===== config.mk =====
export PLATFORM = sky130hd
export DESIGN_NAME = irq_preempt_arb
export DESIGN_NICKNAME = d
export VERILOG_FILES = /design/src/rtl/irq_arb_pkg.sv /design/src/rtl/irq_rst_sync.sv /design/src/rtl/irq_win_sel.sv /design/src/rtl/irq_prio_lifo.sv /design/src/rtl/irq_preempt_arb.sv
export SDC_FILE = /design/constraint.sdc
export NUM_CORES = 1
export LEC_CHECK = 0
export BUFFER_PORTS_ARGS = -buffer_cell sky130_fd_sc_hd__buf_4
export CAP_MARGIN = 20
export CELL_PAD_IN_SITES_DETAIL_PLACEMENT = 0
export CELL_PAD_IN_SITES_GLOBAL_PLACEMENT = 1
export CORE_MARGIN = 3
export CORE_UTILIZATION = 23
export CTS_CLUSTER_SIZE = 10
export DETAILED_ROUTE_END_ITERATION = 8
export GPL_ROUTABILITY_DRIVEN = 1
export PLACE_DENSITY = 0.48
export SYNTH_ARGS = -nofsm -noshare
export SYNTH_HDL_FRONTEND = slang
export SYNTH_SLANG_ARGS = --single-unit
export TNS_END_PERCENT = 10

===== constraint.sdc =====
create_clock -name clk -period 5.4 [get_ports clk]
set_input_delay 0.27 -clock clk [delete_from_list [all_inputs] [get_ports clk]]
set_output_delay 0.27 -clock clk [all_outputs]
set_load 0.03 [all_outputs]

===== src/rtl/irq_arb_pkg.sv =====
package irq_arb_pkg;
  localparam int PRIO_W = 4;
  localparam logic [PRIO_W-1:0] PRIO_TOP = '1;
  typedef logic [PRIO_W-1:0] prio_t;
endpackage


===== src/rtl/irq_rst_sync.sv =====
module irq_rst_sync #(
  parameter int STAGES = 2
) (
  input  logic clk,
  input  logic rst_n,
  output logic rst_n_sync
);
  logic [STAGES-1:0] sync_q;

  always_ff @(posedge clk or negedge rst_n) begin
    if (!rst_n) sync_q <= '0;
    else        sync_q <= {sync_q[STAGES-2:0], 1'b1};
  end

  assign rst_n_sync = sync_q[STAGES-1];
endmodule


===== src/rtl/irq_win_sel.sv =====
module irq_win_sel
  import irq_arb_pkg::*;
#(
  parameter int NUM_SRC = 8,
  localparam int VEC_W  = $clog2(NUM_SRC)
) (
  input  logic [NUM_SRC-1:0]        req,
  input  logic [PRIO_W*NUM_SRC-1:0] prio_flat,
  input  prio_t                     floor_prio,
  output logic                      win_hit,
  output logic [VEC_W-1:0]          win_idx,
  output prio_t                     win_prio
);
  prio_t prio_arr [NUM_SRC];

  for (genvar g = 0; g < NUM_SRC; g++) begin : g_unpack
    assign prio_arr[g] = prio_flat[g*PRIO_W +: PRIO_W];
  end

  // Strict compare while scanning upward keeps the lowest index on ties
  // and rejects anything not above the floor.
  always_comb begin
    win_hit  = 1'b0;
    win_idx  = '0;
    win_prio = floor_prio;
    for (int i = 0; i < NUM_SRC; i++) begin
      if (req[i] && (prio_arr[i] > win_prio)) begin
        win_hit  = 1'b1;
        win_idx  = VEC_W'(i);
        win_prio = prio_arr[i];
      end
    end
  end
endmodule


===== src/rtl/irq_prio_lifo.sv =====
module irq_prio_lifo
  import irq_arb_pkg::*;
#(
  parameter int DEPTH = 14
) (
  input  logic  clk,
  input  logic  rst_n,
  input  logic  push,
  input  logic  pop,
  input  prio_t push_val,
  output prio_t top_val
);
  prio_t ent_q [DEPTH];
  prio_t ent_d [DEPTH];

  // Shift stack: index 0 is the top. A push drops the bottom entry off
  // the end, and a pop shifts zero in at the bottom, so an empty pop reads 0.
  for (genvar e = 0; e < DEPTH; e++) begin : g_ent
    prio_t from_above;
    prio_t from_below;
    if (e == 0) begin : g_first
      assign from_above = push_val;
    end else begin : g_mid
      assign from_above = ent_q[e-1];
    end
    if (e == DEPTH-1) begin : g_last
      assign from_below = '0;
    end else begin : g_rest
      assign from_below = ent_q[e+1];
    end

    always_comb begin
      if (push)     ent_d[e] = from_above;
      else if (pop) ent_d[e] = from_below;
      else          ent_d[e] = ent_q[e];
    end

    always_ff @(posedge clk or negedge rst_n) begin
      if (!rst_n)           ent_q[e] <= '0;
      else if (push || pop) ent_q[e] <= ent_d[e];
    end
  end

  assign top_val = ent_q[0];
endmodule


===== src/rtl/irq_preempt_arb.sv =====
module irq_preempt_arb
  import irq_arb_pkg::*;
#(
  parameter int NUM_SRC     = 8,
  parameter int STACK_DEPTH = 14,
  localparam int VEC_W      = $clog2(NUM_SRC)
) (
  input  logic                      clk,
  input  logic                      rst_n,
  input  logic [NUM_SRC-1:0]        src_req,
  input  logic [PRIO_W*NUM_SRC-1:0] src_prio,
  input  logic                      ack_rd,
  input  logic                      eoi_wr,
  output logic                      cpu_irq,
  output logic [VEC_W-1:0]          ack_vec,
  output logic [PRIO_W-1:0]         cur_prio
);
  logic             rst_i_n;
  logic             irq_q, irq_d;
  logic [VEC_W-1:0] vec_q, vec_d;
  prio_t            vprio_q, vprio_d;
  prio_t            cur_q, cur_d;
  logic             win_hit;
  logic [VEC_W-1:0] win_idx;
  prio_t            win_prio;
  prio_t            lifo_top;
  logic             ack_take, eoi_take, irq_rise;
  logic             cur_en, vec_en;

  irq_rst_sync #(.STAGES(2)) u_rst (
    .clk        (clk),
    .rst_n      (rst_n),
    .rst_n_sync (rst_i_n)
  );

  irq_win_sel #(.NUM_SRC(NUM_SRC)) u_sel (
    .req        (src_req),
    .prio_flat  (src_prio),
    .floor_prio (cur_q),
    .win_hit    (win_hit),
    .win_idx    (win_idx),
    .win_prio   (win_prio)
  );

  irq_prio_lifo #(.DEPTH(STACK_DEPTH)) u_lifo (
    .clk      (clk),
    .rst_n    (rst_i_n),
    .push     (ack_take),
    .pop      (eoi_take),
    .push_val (cur_q),
    .top_val  (lifo_top)
  );

  always_comb begin
    ack_take = ack_rd & irq_q;
    eoi_take = eoi_wr & ~ack_take;
    irq_d    = ack_take ? 1'b0 : win_hit;
    irq_rise = irq_d & ~irq_q;
    vec_en   = irq_rise;
    vec_d    = win_idx;
    vprio_d  = win_prio;
    cur_en   = ack_take | eoi_take;
    cur_d    = ack_take ? vprio_q : lifo_top;
  end

  always_ff @(posedge clk or negedge rst_i_n) begin
    if (!rst_i_n) begin
      irq_q   <= 1'b0;
      vec_q   <= '0;
      vprio_q <= '0;
      cur_q   <= '0;
    end else begin
      irq_q <= irq_d;
      if (vec_en) begin
        vec_q   <= vec_d;
        vprio_q <= vprio_d;
      end
      if (cur_en) cur_q <= cur_d;
    end
  end

  assign cpu_irq  = irq_q;
  assign ack_vec  = vec_q;
  assign cur_prio = cur_q;
endmodule


# ---- Word level (Yosys, flattened, before mapping)
# Cells that the tools add are included.
dict set report word_totals {
  ff_bits 70
  in_bits 44
  out_inout_bits 8
  word_cells 97
}
dict set report op_classes {
  n_lt_le_gt_ge 8
  muxes 53
  bitwise 6
  n_reduce_logical 11
}
# op n
set op_table {}
lappend op_table {{2-to-1 mux 4 bit} 37}
lappend op_table {{> comparator 4 bit} 8}
lappend op_table {{2-to-1 mux 3 bit} 4}
lappend op_table {{2-to-1 mux 1 bit} 10}
lappend op_table {{logical AND 1 bit} 8}
lappend op_table {{2-to-1 mux 2 bit} 2}
lappend op_table {{bitwise AND 1 bit} 3}
lappend op_table {{NOT 1 bit} 2}
lappend op_table {{AND reduction 2 bit} 1}
lappend op_table {{nonzero test 2 bit} 1}
lappend op_table {{logical OR 1 bit} 1}
lappend op_table {{bitwise OR 1 bit} 1}

# ---- Logic depth before layout (Yosys ltp)
# Gate-level depths: netlist of run 1.
dict set report depth {
  word_depth 26
  mapped_depth 72
  depth_no_buf 71
}

# ---- Hierarchy
# A second synthesis of run 1 with hierarchy kept.
dict set report unflattened {
  cells_unflattened 510
  hier_area_um2 4849.7
}
# mod instances cells_per_inst area_each_um2 seq_area_each_um2
set modules_own_cells {}
lappend modules_own_cells {irq_prio_lifo 1 241 2567.5 1401.3}
lappend modules_own_cells {irq_win_sel 1 228 1696.6 0.0}
lappend modules_own_cells {irq_preempt_arb 1 38 531.8 300.3}
lappend modules_own_cells {irq_rst_sync 1 3 53.8 50.0}

# ---- Worst setup path before layout of run 1
# No wires, ideal clock.
dict set report synth_timing {
  path_kind {reg-to-reg}
  start {reg cur_q[1], in the netlist cur_prio[1]}
  end {reg vprio_q[2]}
  setup_ns 0.132
  arrival_ns 12.150
  required_time_ns 5.268
  path_slack_ns -6.881
  stages_incl_launch_ff 63
  path_buffers 1
  period_less_slack_ns 12.281
  cell_sequence {dfrtp_1 -> inv_1 -> ha_1 -> nor2b_1 -> o211ai_2 -> a21oi_1 -> mux2_2 -> ha_1 -> nand3_1 -> o21a_1 -> a22o_1 -> a31oi_1 -> a31oi_4 -> mux2i_1 -> ha_1 -> nor2b_1 -> o221ai_1 -> a211oi_1 -> (+27 left out) -> o21a_1 -> o21a_1 -> o211ai_1 -> o31a_1 -> o21ai_1 -> a21boi_1 -> ha_1 -> nor2b_1 -> o21ai_0 -> nand2b_1 -> a21oi_1 -> nor2_2 -> nor2_1 -> and4_2 -> a21oi_4 -> buf_6 -> mux2i_1 -> a31oi_1}
}
dict set report synth_via {
  elab_chain_cells 26
  elab_cells_between_ends 34
  cone_classes {order compare: 8; mux: 17; bitwise: 1; reduce/logical: 8}
}
# item line
set synth_lines {}
lappend synth_lines {{start, declared} irq_preempt_arb.sv:22} ;# prio_t cur_q, cur_d;
lappend synth_lines {{start signal, assigned} irq_preempt_arb.sv:78} ;# if (cur_en) cur_q <= cur_d;
lappend synth_lines {{> comparator 4 bit} irq_win_sel.sv:27} ;# if (req[i] && (prio_arr[i] > win_prio)) begin
lappend synth_lines {{logical AND 1 bit} irq_win_sel.sv:27}
lappend synth_lines {{2-to-1 mux 4 bit} irq_win_sel.sv:27}
lappend synth_lines {{> comparator 4 bit} irq_win_sel.sv:27}
lappend synth_lines {{logical AND 1 bit} irq_win_sel.sv:27}
lappend synth_lines {{2-to-1 mux 4 bit} irq_win_sel.sv:27}
lappend synth_lines {{> comparator 4 bit} irq_win_sel.sv:27}
lappend synth_lines {{logical AND 1 bit} irq_win_sel.sv:27}
lappend synth_lines {{(+10 left out)} -}
lappend synth_lines {{> comparator 4 bit} irq_win_sel.sv:27}
lappend synth_lines {{logical AND 1 bit} irq_win_sel.sv:27}
lappend synth_lines {{2-to-1 mux 4 bit} irq_win_sel.sv:27}
lappend synth_lines {{> comparator 4 bit} irq_win_sel.sv:27}
lappend synth_lines {{logical AND 1 bit} irq_win_sel.sv:27}
lappend synth_lines {{2-to-1 mux 1 bit} irq_win_sel.sv:27}
lappend synth_lines {{2-to-1 mux 1 bit} irq_preempt_arb.sv:57} ;# irq_d = ack_take ? 1'b0 : win_hit;
lappend synth_lines {{bitwise AND 1 bit} irq_preempt_arb.sv:58} ;# irq_rise = irq_d & ~irq_q;
lappend synth_lines {{end signal, assigned} irq_preempt_arb.sv:76} ;# vprio_q <= vprio_d;
lappend synth_lines {{end, declared} irq_preempt_arb.sv:21} ;# prio_t vprio_q, vprio_d;
# Several ways; a longest one is shown, not always the timed one.
# A chain may end at the register's enable or synchronous reset.

# ---- Final worst setup path of run 1
# Ends and elaborated chain as after synthesis.

==> results of run 1 <==
[synth_stat cells, drive strengths merged (6+ instances only)]
cell type and number:
nand2 79, o21ai 77, dfrtp 70, mux2i 67, inv 28, ha 27, a21oi 20, clkbuf 17
nor2 15, a31oi 12, nand3 12, nand2b 9, nand4 8, a21boi 7, nor2b 6
[worst min path at each step]
stage,depth (start not counted),slack [ns],start,endpoint
2_1_floorplan,0,-0.03,rst_n,u_rst.sync_q[0]
3_3_place_gp,1,0.05,rst_n,u_rst.sync_q[0]
3_5_place_dp,1,0.06,rst_n,u_rst.sync_q[0]
4_1_cts,2,0.25,rst_n,u_rst.sync_q[1]
5_1_grt,2,0.27,rst_n,u_rst.sync_q[1]
6_report,2,0.26,rst_n,u_rst.sync_q[0]
[worst max-delay path: cells and delay by family, from the launching register on]
kind	cells	cell delay, ns
fa+ha+maj	7	1.82
compound gates	26	3.92
mux	7	1.70
buf+inv	14	1.65
flops	1	0.36
simple gates	13	1.69
[power groups by stage]
stage               Sequential (mW)  Clock, mW  Combinational [mW]
floorplan                     0.855          0                1.76
global placement              0.822          0                2.94
detailed placement            0.826          0                2.96
CTS                           0.824      0.553                3.51
global route                  0.845      0.575                4.12
finish                        0.822      0.536                3.74
[flip-flops by register name, indices dropped and copies added (netlist names)]
signal,cells
cpu_irq,1
vprio_q,4
u_lifo.g_ent.from_above,8
u_lifo.g_ent.from_below,44
u_lifo.top_val,4
ack_vec,3
u_rst.sync_q,2
cur_prio,4
[kinds of logic after synthesis]
kind of cell	after synthesis	share of synthesized area, %
AOI/OAI and AO/OA	156	22.7
adders and majority gates	27	7.04
buffers and inverters	51	4.23
DFF	70	36.5
muxes	70	14.7
other	1	0.0782
and+or+nand+nor	146	14.7
[timing repair]
| item | 4_1_cts | 5_1_grt |
|---|---|---|
| hold buffers | 1 | 0 |
| pin swaps | 43 | 36 |
| endpoints found under the setup margin | 8 | 8 |
| resized for setup | 34 | 25 |
| gates cloned | 1 | 0 |
| hold endpoints to repair | 2 | 0 |
| setup buffers | 35 | 6 |
[stage by stage]
stage / worst slack (ns) / hold slack (ns) / util [%] / TNS (ns)
floorplan: -6.28 / -0.0256 / - / -49.13
global placement: -6.05 / 0.0531 / 30.4 / -47.80
detailed placement: -6.27 / 0.0553 / 30.4 / -49.52
CTS: -5.98 / 0.247 / 33.9 / -47.34
global route: -6.62 / 0.275 / 34.8 / -52.42
finish: -5.91 / 0.262 / 34.8 / -46.92
[cell type report]
type                            count  area [um^2]
Clock inverter                      1         5.00
Multi-Input combinational cell    401         3190
Inverter                           29          111
Sequential cell                    70         1760
Clock buffer                       14          264
Fill cell                        2104        13300
Timing Repair Buffer              186         1420
Tap cell                          270          338
[metal layers]
metal | track usage (%) | vias up
li1 | - | 2228
met1 | 15.3 | 2105
met2 | 20.2 | 56
met3 | 2.02 | 15
met4 | 4.07 | 0
met5 | 0 | -
==> impl_metrics.toml, run 1 <==
[final_layout]
antenna_cells = 0
post_route_cells_drive_above_1_share_pct = 41.4
final_cell_mix = "buf_4 (183), nand2_1 (78), dfrtp_1 (66)"
final_cells = 971
fin_area_um2 = 7080
nets = 768
area_growth_pct = 47.6
mostFrequentLayoutCell = "buf_4"

[sta]
hold_viol_final = 0
setup_viol_count_final = 8
worstMarginPinSlew_ns = 0.996
setup_ws_ns = -5.91
min_period_ns = 11.31
max_slew_margin_pct = 33.6
finalCritPeriodShare_pct = 209
fmax_ghz = 0.0884
worst_clock_skew_ns = 0.00422
finalMaxSlewViolations = 0
grt_setup_unrepaired = "yes"

[pwr]
netSwitchingPower_mw = 2.04
p_per_area_nw_per_um2 = 720
p_int_mw = 3.06
pwr-share-comb_pct = 73.4
cellLeakagePower_nw = 3.27
ir_drop_mv = 0.351
pwr-share-seq_pct = 16.1
switching_share_pct = 40.0
clock_power_share_pct = 10.5
finalPower_mw = 5.10

[die]
fp.dieW_um = 150
start_util_pct = 23.6
rows = 52
ioPinCount = 52
dieHeight_um = 150
dieArea_um2 = 22600
core_area_um2 = 20400

[critical_path]
critical_path_class = "reg2reg"
rrSetupSlack_ns = -5.91
reg2reg_to = "vprio_q[2]"
slowest_stage = "dfrtp_2"
cp-endpoint = "vprio_q[2]"
crit_path_start = "cur_prio[1]"
crit_required_ns = 5.59
crit-reg2reg-launch = "cur_prio[1]"
r2r_cells = 67
endpoint_kind = "register"
crit_arrival_ns = 11.50
cpMostUsedCell = "buf_4"
startpoint_type = "register"
cp_max_fo = 6
slowest_delay_ns = 0.36

[synthesis]
yosys.area.top_type = "dfrtp_1"
synth_edf_count = 0
netlist.area_leader.share_pct = 36.5
yosysWarnings = 0
synth-seq-cells = 70
synth_area_um2 = 4800
synth_nets = 592
async_flop_share_pct = 100
synthCells = 521
ys.flop_type = "dfrtp_1"
ys_seq_area_share_pct = 36.5
yosys-top-cells-area = "dfrtp_1 (37%), mux2i_1 (14%), o21ai_0 (7.3%)"
synth.avg_cell_area_um2 = 9.21
ys_types = 71

[clock_tree]
cts_buffer_depth = 2
cts.htree.levels = 3
clk_latency_ns = 0.32
cts_buffers = 9
clk_pin_slew_ns = 0.05
cts_tree = "done"
cts-root-buf = "clkbuf_16"
cts_sinks = 70

[global_route]
grt_pass1_vias = 4567
overflow = 0
antenna_found_initial = 0
grt_pass1_wl_um = 22100
grt_max_degree = 122
grt_usage_pct = 11.9

[routing]
wirelength_um = 13200
drc_errors = 0
drt_pass1_iterations = 4
maxUsedRoutingLayer = "met4"
drtIter0Drc = 185
antenna_left = 0
wl_met3_um = 336
via_per_inst = 4.54
routedWlPerCell_um = 13.6
m1WireLength_um = 6100
vias = 4404
route.met2.wl_um = 6530

[placement]
dp_cells = 913
dpl-instance-area_um2 = 6190
gp_congestion = 0.826
dp_hpwl_um = 9270
portBuffers = 51

[outcome]
violations = "setup timing"
outcome = "finished with violations"

[run]
cap_violations = 0

[min_path]
hold_path.class = "in2async"
No activity file was read; power rests on OpenSTA's default activity.
==> run 2: changes to the inputs <==
--- a/config.mk
+++ b/config.mk
@@ -14,7 +14,7 @@
 export CTS_CLUSTER_SIZE = 10
 export DETAILED_ROUTE_END_ITERATION = 8
 export GPL_ROUTABILITY_DRIVEN = 1
-export PLACE_DENSITY = 0.48
+export PLACE_DENSITY_LB_ADDON = 0.05
 export SYNTH_ARGS = -nofsm -noshare
 export SYNTH_HDL_FRONTEND = slang
 export SYNTH_SLANG_ARGS = --single-unit
==> run 2 against run 1 <==
Hold slack worse by 0.0017 ns. Count of clock-buffer cells in the layout unchanged. Largest cell class unchanged. Clock power up 8.6%. The run still ends with setup timing left. Critical endpoint is now vprio_q[1]. Highest routed layer unchanged. Sequential power about the same. Final cell count up 0.31%. Largest power group unchanged. Die area unchanged.
==> impl_metrics.toml, run 2 (synthesis gave the netlist of run 1 again) <==
[outcome]
outcome = "finished with violations"
violations = "setup timing"

[routing]
antenna_left = 0
wl_met3_um = 401
drtIter0Drc = 113
maxUsedRoutingLayer = "met4"
drc_errors = 0
routedWlPerCell_um = 13.5
wirelength_um = 13200
drt_pass1_iterations = 5
via_per_inst = 4.55
route.met2.wl_um = 6600
vias = 4428
m1WireLength_um = 6060

[pwr]
p_per_area_nw_per_um2 = 703
ir_drop_mv = 0.372
cellLeakagePower_nw = 3.30

[global_route]
grt_usage_pct = 12.0
grt_max_degree = 122
antenna_found_initial = 0
grt_pass1_vias = 4554
overflow = 0
grt_pass1_wl_um = 22000

[critical_path]
endpoint_kind = "register"
critical_path_class = "reg2reg"
reg2reg_to = "vprio_q[1]"
crit-reg2reg-launch = "cur_prio[1]"
rrSetupSlack_ns = -5.92
cp_max_fo = 7
startpoint_type = "register"
cpMostUsedCell = "ha_1"
slowest_delay_ns = 0.36
crit_arrival_ns = 11.56
r2r_cells = 65
slowest_stage = "dfrtp_2"
crit_required_ns = 5.64

[sta]
finalMaxSlewViolations = 0
hold_viol_final = 0
grt_setup_unrepaired = "yes"
worst_clock_skew_ns = 0.00446
hold_ws_ns = 0.260
worstMarginPinSlew_ns = 1.04
setup_viol_count_final = 8
max_slew_margin_pct = 30.9
min_period_ns = 11.32
finalCritPeriodShare_pct = 210
fmax_ghz = 0.0883
setup_ws_ns = -5.92

[final_layout]
mostFrequentLayoutCell = "buf_4"
final_cells = 974
multiInputGateArea_um2 = 3140
nFillCells = 2136
antenna_cells = 0
nets = 771
postLayoutCoreUtil_pct = 34.7
final_cell_mix = "buf_4 (186), nand2_1 (78), dfrtp_1 (66)"
area_growth_pct = 47.4
seq_area_um2 = 1760
largest_register_ff_count = 44
post_route_cells_drive_above_1_share_pct = 40.6

[clock_tree]
cts_buffers = 9
clk_pin_slew_ns = 0.05
cts.htree.levels = 3
cts_buffer_depth = 2
cts_tree = "done"
cts_sinks = 70
cts-root-buf = "clkbuf_16"
clk_latency_ns = 0.32

[run]
cap_violations = 0

[placement]
dp_hpwl_um = 9620
portBuffers = 51
dp_cells = 929
gp_congestion = 0.757

[die]
fp.dieW_um = 150
rows = 52
ioPinCount = 52
dieArea_um2 = 22600
core_area_um2 = 20400
dieHeight_um = 150
start_util_pct = 23.6

[min_path]
hold_path.class = "in2async"
==> run 2: changes by cell type in the layout (fill, tap and decap cells not counted), sizes merged <==
cell / before / now
buf: 185 / 188
clkinv: 2 / 1
bufinv: 0 / 1
==> run 2: cell type report <==
type | instances | area share [%]
clock buffer | 14 | 3.73
tap | 270 | 4.78
multi-input combinational | 401 | 44.5
timing repair buffer | 189 | 20.2
sequential | 70 | 24.8
clock inverter | 1 | 0.425
inverter | 29 | 1.54
==> run 2: worst max-delay path by stage <==
stage                           start    endpoint  slack, ns
after floorplan           cur_prio[1]  vprio_q[2]      -6.28
after global placement    cur_prio[1]  vprio_q[2]      -6.33
after detailed placement  cur_prio[1]  vprio_q[1]      -6.41
after CTS                 cur_prio[1]  vprio_q[0]      -6.07
after global routing      cur_prio[1]  vprio_q[1]      -6.61
final                     cur_prio[1]  vprio_q[1]      -5.92
==> run 2: routing by layer <==
metal / global-route usage (%) / vias to the layer above
met5: 0 / -
met4: 3.02 / 0
met3: 2.32 / 8
met2: 20.8 / 49
met1: 15.2 / 2136
li1: - / 2235
==> run 2: per-stage QoR <==
stage | worst slack [ns] | total power, mW | area, um^2 | setup TNS (ns)
after floorplan | -6.28 | 2.61 | 4860 | -49.13
after global placement | -6.33 | 3.92 | 6310 | -49.99
after detailed placement | -6.41 | 3.89 | 6310 | -50.60
after CTS | -6.07 | 4.76 | 6830 | -48.01
after global routing | -6.61 | 5.43 | 7070 | -52.49
final | -5.92 | 4.97 | 7070 | -46.99
==> run 2: power by group <==
part	switching (mW)	internal (mW)
logic	1.67	1.90
clock network	0.202	0.381
registers	0.129	0.692
total	2.00	2.97
==> run 2: what timing repair did <==
| action | in CTS | in global routing |
|---|---|---|
| endpoints found under the setup margin | 8 | 8 |
| pin swaps | 24 | 37 |
| endpoints found under the hold margin | 2 | 0 |
| buffers inserted | 17 | 12 |
| gates resized for setup | 18 | 34 |
| hold buffers | 1 | 0 |
| gates cloned | 1 | 0 |
==> run 2: critical path: cells and delay by family (launching register included) <==
kind | cells | cell delay, ns
simple gates | 17 | 2.12
fa+ha+maj | 8 | 2.11
compound gates | 31 | 5.04
mux | 6 | 1.35
buf+inv | 3 | 0.25
flops | 1 | 0.36
